$ cat config.mk
export PLATFORM = sky130hd
export DESIGN_NAME = instr_ctrl_decoder
export DESIGN_NICKNAME = d
export VERILOG_FILES = /design/src/rtl/idec_pkg.sv /design/src/rtl/pla_array.sv /design/src/rtl/main_ctrl_pla.sv /design/src/rtl/alu_ctrl_pla.sv /design/src/rtl/instr_ctrl_decoder.sv
export SDC_FILE = /design/constraint.sdc
export NUM_CORES = 1
export LEC_CHECK = 0
export ABC_CLOCK_PERIOD_IN_PS = 2700
export BUFFER_PORTS_ARGS = -buffer_cell sky130_fd_sc_hd__buf_2
export CAP_MARGIN = 20
export CORE_AREA = 2 2 39 41
export DETAILED_ROUTE_END_ITERATION = 10
export DIE_AREA = 0 0 41 43
export SYNTH_ARGS = -nofsm -noshare
export SYNTH_HDL_FRONTEND = slang
export SYNTH_SLANG_ARGS = --single-unit
$ cat constraint.sdc
create_clock -name vclk -period 2.7
set_input_delay 0.54 -clock vclk [all_inputs]
set_output_delay 0.54 -clock vclk [all_outputs]
set_load 0.02 [all_outputs]
$ cat src/rtl/idec_pkg.sv
package idec_pkg;

    localparam int OP_W   = 6;
    localparam int FN_W   = 6;
    localparam int AOP_W  = 2;
    localparam int ALUC_W = 4;

    localparam logic [OP_W-1:0] OPC_RFMT  = 6'b000000;
    localparam logic [OP_W-1:0] OPC_LOAD  = 6'b100011;
    localparam logic [OP_W-1:0] OPC_STORE = 6'b101011;
    localparam logic [OP_W-1:0] OPC_BEQ   = 6'b000100;
    localparam logic [OP_W-1:0] OPC_JMP   = 6'b000010;

    localparam logic [FN_W-1:0] FN_ADD = 6'b100000;
    localparam logic [FN_W-1:0] FN_SUB = 6'b100010;
    localparam logic [FN_W-1:0] FN_AND = 6'b100100;
    localparam logic [FN_W-1:0] FN_OR  = 6'b100101;
    localparam logic [FN_W-1:0] FN_SLT = 6'b101010;
    localparam logic [FN_W-1:0] FN_NOR = 6'b100111;

    localparam logic [ALUC_W-1:0] ALU_AND = 4'b0000;
    localparam logic [ALUC_W-1:0] ALU_OR  = 4'b0001;
    localparam logic [ALUC_W-1:0] ALU_ADD = 4'b0010;
    localparam logic [ALUC_W-1:0] ALU_SUB = 4'b0110;
    localparam logic [ALUC_W-1:0] ALU_SLT = 4'b0111;
    localparam logic [ALUC_W-1:0] ALU_NOR = 4'b1100;

    typedef enum logic [AOP_W-1:0] {
        AOP_ADDR = 2'b00,
        AOP_CMP  = 2'b01,
        AOP_FUNC = 2'b10
    } aop_e;

    typedef struct packed {
        logic              reg_dst;
        logic              alu_src;
        logic              mem_to_reg;
        logic              reg_write;
        logic              mem_read;
        logic              mem_write;
        logic              branch;
        logic              jump;
        logic [AOP_W-1:0]  alu_op;
    } ctrl_t;

    localparam int CTRL_W = $bits(ctrl_t);

    function automatic logic op_known(input logic [OP_W-1:0] op);
        return (op == OPC_RFMT) || (op == OPC_LOAD) || (op == OPC_STORE) ||
               (op == OPC_BEQ)  || (op == OPC_JMP);
    endfunction

endpackage

$ cat src/rtl/pla_array.sv
module pla_array #(
    parameter int N_IN   = 6,
    parameter int N_TERM = 4,
    parameter int N_OUT  = 4,
    parameter logic [N_TERM-1:0][N_IN-1:0]  CARE   = '0,
    parameter logic [N_TERM-1:0][N_IN-1:0]  MATCH  = '0,
    parameter logic [N_OUT-1:0][N_TERM-1:0] OR_MAP = '0
) (
    input  logic [N_IN-1:0]   in_bits,
    output logic [N_TERM-1:0] terms,
    output logic [N_OUT-1:0]  out_bits
);

    // AND plane: a term is high when every cared-for input bit equals its match bit
    for (genvar t = 0; t < N_TERM; t++) begin : g_and
        assign terms[t] = &(~((in_bits ^ MATCH[t]) & CARE[t]));
    end

    // OR plane: each output collects the terms selected by its map row
    for (genvar o = 0; o < N_OUT; o++) begin : g_or
        assign out_bits[o] = |(terms & OR_MAP[o]);
    end

endmodule

$ cat src/rtl/main_ctrl_pla.sv
module main_ctrl_pla
    import idec_pkg::*;
(
    input  logic [OP_W-1:0] opcode,
    output ctrl_t           ctrl
);

    localparam int NT = 5;  // term order: 0 rfmt, 1 load, 2 store, 3 beq, 4 jump

    localparam logic [NT-1:0][OP_W-1:0] CARE  = {NT{{OP_W{1'b1}}}};
    localparam logic [NT-1:0][OP_W-1:0] MATCH = {OPC_JMP, OPC_BEQ, OPC_STORE, OPC_LOAD, OPC_RFMT};

    // rows from ctrl bit 9 (reg_dst) down to bit 0 (alu_op[0]); columns jump..rfmt
    localparam logic [CTRL_W-1:0][NT-1:0] OR_MAP = {
        5'b00001,   // reg_dst
        5'b00110,   // alu_src
        5'b00010,   // mem_to_reg
        5'b00011,   // reg_write
        5'b00010,   // mem_read
        5'b00100,   // mem_write
        5'b01000,   // branch
        5'b10000,   // jump
        5'b00001,   // alu_op[1]
        5'b01000    // alu_op[0]
    };

    logic [NT-1:0]     terms;
    logic [CTRL_W-1:0] raw;

    pla_array #(
        .N_IN   (OP_W),
        .N_TERM (NT),
        .N_OUT  (CTRL_W),
        .CARE   (CARE),
        .MATCH  (MATCH),
        .OR_MAP (OR_MAP)
    ) u_plane (
        .in_bits  (opcode),
        .terms    (terms),
        .out_bits (raw)
    );

    assign ctrl = ctrl_t'(raw);

    always_comb begin
        p_one_term_r6: assert ($onehot0(terms))
            else $error("main decoder matched more than one opcode term");
        p_class_r4: assert (!(ctrl.branch && ctrl.alu_op != AOP_CMP))
            else $error("branch without compare class");
    end

endmodule

$ cat src/rtl/alu_ctrl_pla.sv
module alu_ctrl_pla
    import idec_pkg::*;
(
    input  logic [AOP_W-1:0]  alu_op,
    input  logic [FN_W-1:0]   funct,
    output logic [ALUC_W-1:0] alu_ctl
);

    localparam int NI = AOP_W + FN_W;
    localparam int NT = 8;  // 0 addr, 1 cmp, 2 add, 3 sub, 4 and, 5 or, 6 slt, 7 nor

    localparam logic [NI-1:0] C_CLASS = {{AOP_W{1'b1}}, {FN_W{1'b0}}};
    localparam logic [NI-1:0] C_FUNC  = {1'b1, 1'b0, {FN_W{1'b1}}};

    localparam logic [NT-1:0][NI-1:0] CARE = {
        C_FUNC, C_FUNC, C_FUNC, C_FUNC, C_FUNC, C_FUNC, C_CLASS, C_CLASS
    };
    localparam logic [NT-1:0][NI-1:0] MATCH = {
        {2'b10, FN_NOR}, {2'b10, FN_SLT}, {2'b10, FN_OR}, {2'b10, FN_AND},
        {2'b10, FN_SUB}, {2'b10, FN_ADD}, {2'b01, {FN_W{1'b0}}}, {2'b00, {FN_W{1'b0}}}
    };
    // rows alu_ctl[3]..alu_ctl[0]; columns nor..addr
    localparam logic [ALUC_W-1:0][NT-1:0] OR_MAP = {
        8'b10000000,
        8'b11001010,
        8'b01001111,
        8'b01100000
    };

    logic [NT-1:0] terms;

    pla_array #(
        .N_IN   (NI),
        .N_TERM (NT),
        .N_OUT  (ALUC_W),
        .CARE   (CARE),
        .MATCH  (MATCH),
        .OR_MAP (OR_MAP)
    ) u_plane (
        .in_bits  ({alu_op, funct}),
        .terms    (terms),
        .out_bits (alu_ctl)
    );

    always_comb begin
        p_one_term_r10: assert ($onehot0(terms))
            else $error("ALU decoder matched more than one term");
        p_addr_add_r7: assert (!(alu_op == AOP_ADDR && alu_ctl != ALU_ADD))
            else $error("address class did not give add");
        p_cmp_sub_r8: assert (!(alu_op == AOP_CMP && alu_ctl != ALU_SUB))
            else $error("compare class did not give subtract");
    end

endmodule

$ cat src/rtl/instr_ctrl_decoder.sv
module instr_ctrl_decoder
    import idec_pkg::*;
(
    input  logic [5:0] opcode,
    input  logic [5:0] funct,
    output logic       reg_dst,
    output logic       alu_src,
    output logic       mem_to_reg,
    output logic       reg_write,
    output logic       mem_read,
    output logic       mem_write,
    output logic       branch,
    output logic       jump,
    output logic [1:0] alu_op,
    output logic [3:0] alu_ctl
);

    ctrl_t ctrl;

    main_ctrl_pla u_main (
        .opcode (opcode),
        .ctrl   (ctrl)
    );

    alu_ctrl_pla u_alu (
        .alu_op  (ctrl.alu_op),
        .funct   (funct),
        .alu_ctl (alu_ctl)
    );

    assign reg_dst    = ctrl.reg_dst;
    assign alu_src    = ctrl.alu_src;
    assign mem_to_reg = ctrl.mem_to_reg;
    assign reg_write  = ctrl.reg_write;
    assign mem_read   = ctrl.mem_read;
    assign mem_write  = ctrl.mem_write;
    assign branch     = ctrl.branch;
    assign jump       = ctrl.jump;
    assign alu_op     = ctrl.alu_op;

    always_comb begin
        p_mem_excl_r11: assert (!(mem_read && mem_write))
            else $error("read and write enables together");
        p_dst_wr_r11: assert (!reg_dst || reg_write)
            else $error("destination select without write");
        p_unknown_quiet_r6: assert (op_known(opcode) ||
                                    !(reg_write || mem_write || mem_read || branch || jump))
            else $error("unknown opcode raised an enable");
        p_rfmt_class_r1: assert (!(opcode == OPC_RFMT && alu_op != AOP_FUNC))
            else $error("register format without function class");
    end

endmodule

[Word-level counts from Yosys, hierarchy flattened]
Index checks and enable logic that the tools add are counted.
Storage, ports and cells
  register bits: 0
  bits in latches: 0
  bits in writable memories: 0
  bits in read-only memories: 0
  input port bits: 12
  output and inout port bits: 14
  logic and storage cells: 39
  memories kept: 0
Cells by class
  add/sub/neg operators: 0
  multipliers: 0
  div/mod/pow operators: 0
  $lt $le $gt $ge: 0
  equality and inequality tests: 0
  shifts and indexed selects: 0
  mux-type cells: 0
  bitwise operators: 22
  reductions and logical operators: 17
Operator list (number)
  $not A8 Y8: 7
  $reduce_and A8 Y1: 7
  $not A6 Y6: 5
  $reduce_and A6 Y1: 5
  $not A4 Y4: 3
  $not A3 Y3: 2
  $reduce_or A2 Y1: 3
  $not A5 Y5: 1
  $reduce_or A5 Y1: 1
  $reduce_or A4 Y1: 1
  $not A1 Y1: 3
  $not A2 Y2: 1

[Logic depth before layout (Yosys ltp)]
  word-level depth: 7
  gate-level depth with buffers: 4
  mapped depth without buffers: 4

[By module]
Synthesis repeated with hierarchy kept, for this count alone.
Unflattened totals
  cell total of the unflattened synthesis: 41
  area, all modules: 287.8 um^2
By module, submodules not included
  pla_array at u_main.u_plane: times used 1, cells each 19, area an instance 146.4 um^2, seq. area each 0.0 um^2
  pla_array at u_alu.u_plane: times used 1, cells each 22, area an instance 141.4 um^2, seq. area each 0.0 um^2

[Least setup slack after synthesis]
No wires, ideal clock.
  kind: in2out
  start: in opcode[3]
  end: out alu_ctl[1]
  data arrival time: 1820 ps
  data required time: 2160 ps
  path slack: 340 ps
  stages on the path: 4
  path buffers: 0
  cells stage by stage: or4_4 -> or3_4 -> inv_1 -> o31ai_1
On the way
  longest elaborated chain between the ends: 6
  elaborated cells on any way between the ends: 19
  those cells by class: 11 x bitwise; 8 x reduce/logical
RTL lines
  start, declared: line instr_ctrl_decoder.sv:4  | input logic [5:0] opcode,
  $not A6 Y6 *: line pla_array.sv:16  | assign terms[t] = &(~((in_bits ^ MATCH[t]) & CARE[t]));
  $reduce_and A6 Y1 *: line pla_array.sv:16
  net reg_dst: line instr_ctrl_decoder.sv:6  | output logic reg_dst,
  $not A2 Y2 (no source line) (tied with other cells)
  $not A8 Y8: line pla_array.sv:16
  $reduce_and A8 Y1: line pla_array.sv:16
  $reduce_or A5 Y1 *: line pla_array.sv:21  | assign out_bits[o] = |(terms & OR_MAP[o]);
  end, declared: line instr_ctrl_decoder.sv:15  | output logic [3:0] alu_ctl
The timed path passes the listed nets; every way through them passes the cells marked *.

[Worst setup path in the final report]
  start: in opcode[3]
  end: out alu_ctl[3]
On the way
  longest elaborated chain between the ends: 5
RTL lines (line)
  $not A6 Y6: pla_array.sv:16
  $reduce_and A6 Y1: pla_array.sv:16
  $not A5 Y5 (no source line)
  $not A8 Y8: pla_array.sv:16
  $reduce_and A8 Y1: pla_array.sv:16
No other way between the ends.

==> metrics.txt <==
# TYPE chip_impl_metric gauge
chip_impl_metric{name="drt-initial-drc-count",unit=""} 5
chip_impl_info{name="worst_hold_startpoint",value="opcode[3]"} 1
chip_impl_metric{name="clock_buffer_count",unit=""} 0
chip_impl_metric{name="timing.hold.worst_path_depth",unit=""} 3
chip_impl_metric{name="antenna_cells",unit=""} 0
chip_impl_metric{name="row_count",unit=""} 14
chip_impl_info{name="critPathKind",value="primary input to primary output"} 1
chip_impl_metric{name="grt_pass1_wl",unit="um"} 696
chip_impl_metric{name="dp_hpwl",unit="um"} 500
chip_impl_metric{name="timing.final.setup_violations",unit=""} 0
chip_impl_metric{name="syn_nets",unit=""} 41
chip_impl_metric{name="synthDistinctLibCells",unit=""} 19
chip_impl_metric{name="syn_area_per_cell",unit="sq um"} 6.47
chip_impl_metric{name="timing.max_cap.violations",unit=""} 0
chip_impl_metric{name="drt_pass1_iterations",unit=""} 2
chip_impl_metric{name="worst_ep_arrival_time",unit="ps"} 1930
chip_impl_metric{name="critical_path_required",unit="ps"} 2160
chip_impl_metric{name="static-leakage-power",unit="uW"} 0.000189
chip_impl_metric{name="final_antenna_net_count",unit=""} 0
chip_impl_metric{name="global_route.usage.total",unit="%"} 5.19
chip_impl_metric{name="synthesis.instances",unit=""} 29
chip_impl_metric{name="power.density",unit="nW/um^2"} 82.7
chip_impl_metric{name="grt.overflow.total",unit=""} 0
chip_impl_metric{name="ff_latch_area",unit="sq um"} 0
chip_impl_metric{name="post_cts.repair.setup_buffers",unit=""} 0
chip_impl_metric{name="place.gp.congestion",unit=""} 0.541
chip_impl_metric{name="final_max_slew_viol_count",unit=""} 0
chip_impl_metric{name="multi_input_gate_area",unit="sq um"} 154
chip_impl_info{name="hold_end",value="mem_to_reg"} 1
chip_impl_metric{name="final_hold_viol_count",unit=""} 0
chip_impl_metric{name="instances_no_fill",unit=""} 68
chip_impl_metric{name="avg_vias_per_cell",unit=""} 3.88
chip_impl_metric{name="initial_antenna_violation_count",unit=""} 0
chip_impl_metric{name="switching_component_of_the_power",unit="uW"} 13.4
chip_impl_metric{name="top_level_ports",unit=""} 26
chip_impl_info{name="setup_repair_after_global_routing_missed_its_margin",value="false"} 1
chip_impl_metric{name="placeableCoreArea",unit="sq um"} 1380
chip_impl_metric{name="synthesis.yosys.warnings",unit=""} 0
chip_impl_metric{name="clockPowerShare",unit="%"} 0
chip_impl_metric{name="synth_area",unit="sq um"} 188
chip_impl_metric{name="netSwitchingFraction",unit="%"} 51.4
chip_impl_info{name="start_kind",value="primary input"} 1
chip_impl_metric{name="ir_drop",unit="mV"} 0.0254
chip_impl_metric{name="max_freq",unit="MHz"} 405
chip_impl_metric{name="dpl.cell_count",unit=""} 68
chip_impl_metric{name="power_frac_seq",unit="%"} 0
chip_impl_metric{name="ys_seq_area_share",unit="%"} 0
chip_impl_metric{name="post_cts_resized",unit=""} 0
chip_impl_metric{name="nNetsFinal",unit=""} 66
chip_impl_metric{name="setup_tns",unit="ps"} 0
chip_impl_metric{name="layout_min_cycle_time",unit="ps"} 2470
chip_impl_metric{name="drc",unit=""} 0
chip_impl_metric{name="fp.dieArea",unit="sq um"} 1760
chip_impl_metric{name="internal-power",unit="uW"} 12.7
chip_impl_info{name="outcome",value="finished clean"} 1
chip_impl_metric{name="path_max_fanout",unit=""} 4
chip_impl_metric{name="number_of_global_route_vias_before_repair",unit=""} 204
chip_impl_info{name="endpoint_kind",value="primary output"} 1
chip_impl_metric{name="portBuffers",unit=""} 26
chip_impl_metric{name="starting_density_of_the_core",unit="%"} 13.6
chip_impl_metric{name="finalWirelength",unit="um"} 547
chip_impl_metric{name="post_route_cells_drive_above_1_share",unit="%"} 61.5
chip_impl_metric{name="relSlewSlack",unit="%"} 88.8
chip_impl_metric{name="area_growth_syn_to_layout",unit="%"} 68.0
chip_impl_metric{name="seq_cell_count",unit=""} 0
chip_impl_metric{name="route.vias.total",unit=""} 264
chip_impl_metric{name="fillerInstances",unit=""} 150
chip_impl_metric{name="layout_worst_path_cycle_share",unit="%"} 91.3
chip_impl_info{name="timing.hold.worst.class",value="primary input to primary output"} 1
chip_impl_info{name="critical_path.startpoint",value="opcode[3]"} 1
chip_impl_metric{name="pwr-share-comb",unit="%"} 100.0
chip_impl_metric{name="cts.hold.buffers_added",unit=""} 0
chip_impl_metric{name="chipWidth",unit="um"} 41
chip_impl_metric{name="die_h",unit="um"} 43
chip_impl_metric{name="wire_per_inst",unit="um"} 8.04
chip_impl_metric{name="grt_max_degree",unit=""} 5
chip_impl_metric{name="worst_slew_pin_slew",unit="ps"} 166
-- cell families after synthesis --
| group | synth area share, % |
|---|---|
| simple gates | 64.0 |
| buf+inv | 18.0 |
| compound gates | 18.0 |
-- synthesized netlist by cell type, types with 2 or more instances --
cell type,instances,area share (%)
sky130_fd_sc_hd__nand2_1,2,4.0
sky130_fd_sc_hd__nor2_1,4,8.0
sky130_fd_sc_hd__inv_1,3,6.0
sky130_fd_sc_hd__nor3_2,2,11
sky130_fd_sc_hd__nand3b_1,2,8.0
sky130_fd_sc_hd__buf_4,3,12
-- worst max-delay path by stage --
stage | slack, ps | cells past startpoint | end
floorplan | 340 | 4 | alu_ctl[1]
global placement | 210 | 5 | alu_ctl[3]
detailed placement | 210 | 5 | alu_ctl[3]
CTS | 210 | 5 | alu_ctl[3]
global route | 190 | 5 | alu_ctl[3]
finish | 230 | 5 | alu_ctl[3]
-- routing by layer --
layer / up-vias / global-route usage [%] / share of wire [%] / wire, um
met5: - / 0 / 0 / 0
met1: 104 / 6.01 / 44 / 241
met4: 0 / 0 / 0 / 0
met3: 0 / 0 / 12 / 67
li1: 143 / - / - / -
met2: 17 / 10.3 / 44 / 238
-- layout by cell type (no fill, tap or decap) --
cell type	instances
sky130_fd_sc_hd__and2_1	1
sky130_fd_sc_hd__nor2_1	4
sky130_fd_sc_hd__or2_2	1
sky130_fd_sc_hd__a21oi_1	1
sky130_fd_sc_hd__or3_1	1
sky130_fd_sc_hd__inv_1	3
sky130_fd_sc_hd__o21a_1	1
sky130_fd_sc_hd__o31ai_1	1
sky130_fd_sc_hd__nand2_1	2
sky130_fd_sc_hd__or4_4	1
sky130_fd_sc_hd__o21ai_0	1
sky130_fd_sc_hd__nor2b_1	1
sky130_fd_sc_hd__buf_2	26
sky130_fd_sc_hd__or2b_2	1
sky130_fd_sc_hd__nand2b_1	1
sky130_fd_sc_hd__nor3_2	2
sky130_fd_sc_hd__o22a_1	1
sky130_fd_sc_hd__or3_4	1
sky130_fd_sc_hd__nand3b_1	2
-- power groups by stage --
stage / Combinational [uW] / Clock, uW / Sequential, uW
floorplan: 12.5 / 0 / 0
global placement: 25.9 / 0 / 0
detailed placement: 26.3 / 0 / 0
CTS: 26.4 / 0 / 0
global route: 28.9 / 0 / 0
finish: 26.1 / 0 / 0
-- layout make-up --
type / instances / area share, %
multi-input combinational: 23 / 48.8
timing repair buffer: 26 / 41.3
tap: 16 / 6.35
inverter: 3 / 3.57
-- critical path, cell delays in order --
cell                     delay, ps
sky130_fd_sc_hd__buf_2         120
sky130_fd_sc_hd__or4_4         540
sky130_fd_sc_hd__or3_4         370
sky130_fd_sc_hd__nor3_2        180
sky130_fd_sc_hd__buf_2         180
-- metrics by stage --
step	hold slack, ps	setup slack (ps)	area [sq um]	util, %	total power [uW]
2_1_floorplan	1170	340	188	-	12.5
3_5_place_dp	1400	212	315	22.8	26.3
6_report	1390	234	315	22.8	26.1
3_3_place_gp	1390	210	315	22.8	25.9
4_1_cts	1400	212	315	22.8	26.4
5_1_grt	1410	193	315	22.8	28.9
Power figures use the tool's default switching activity.
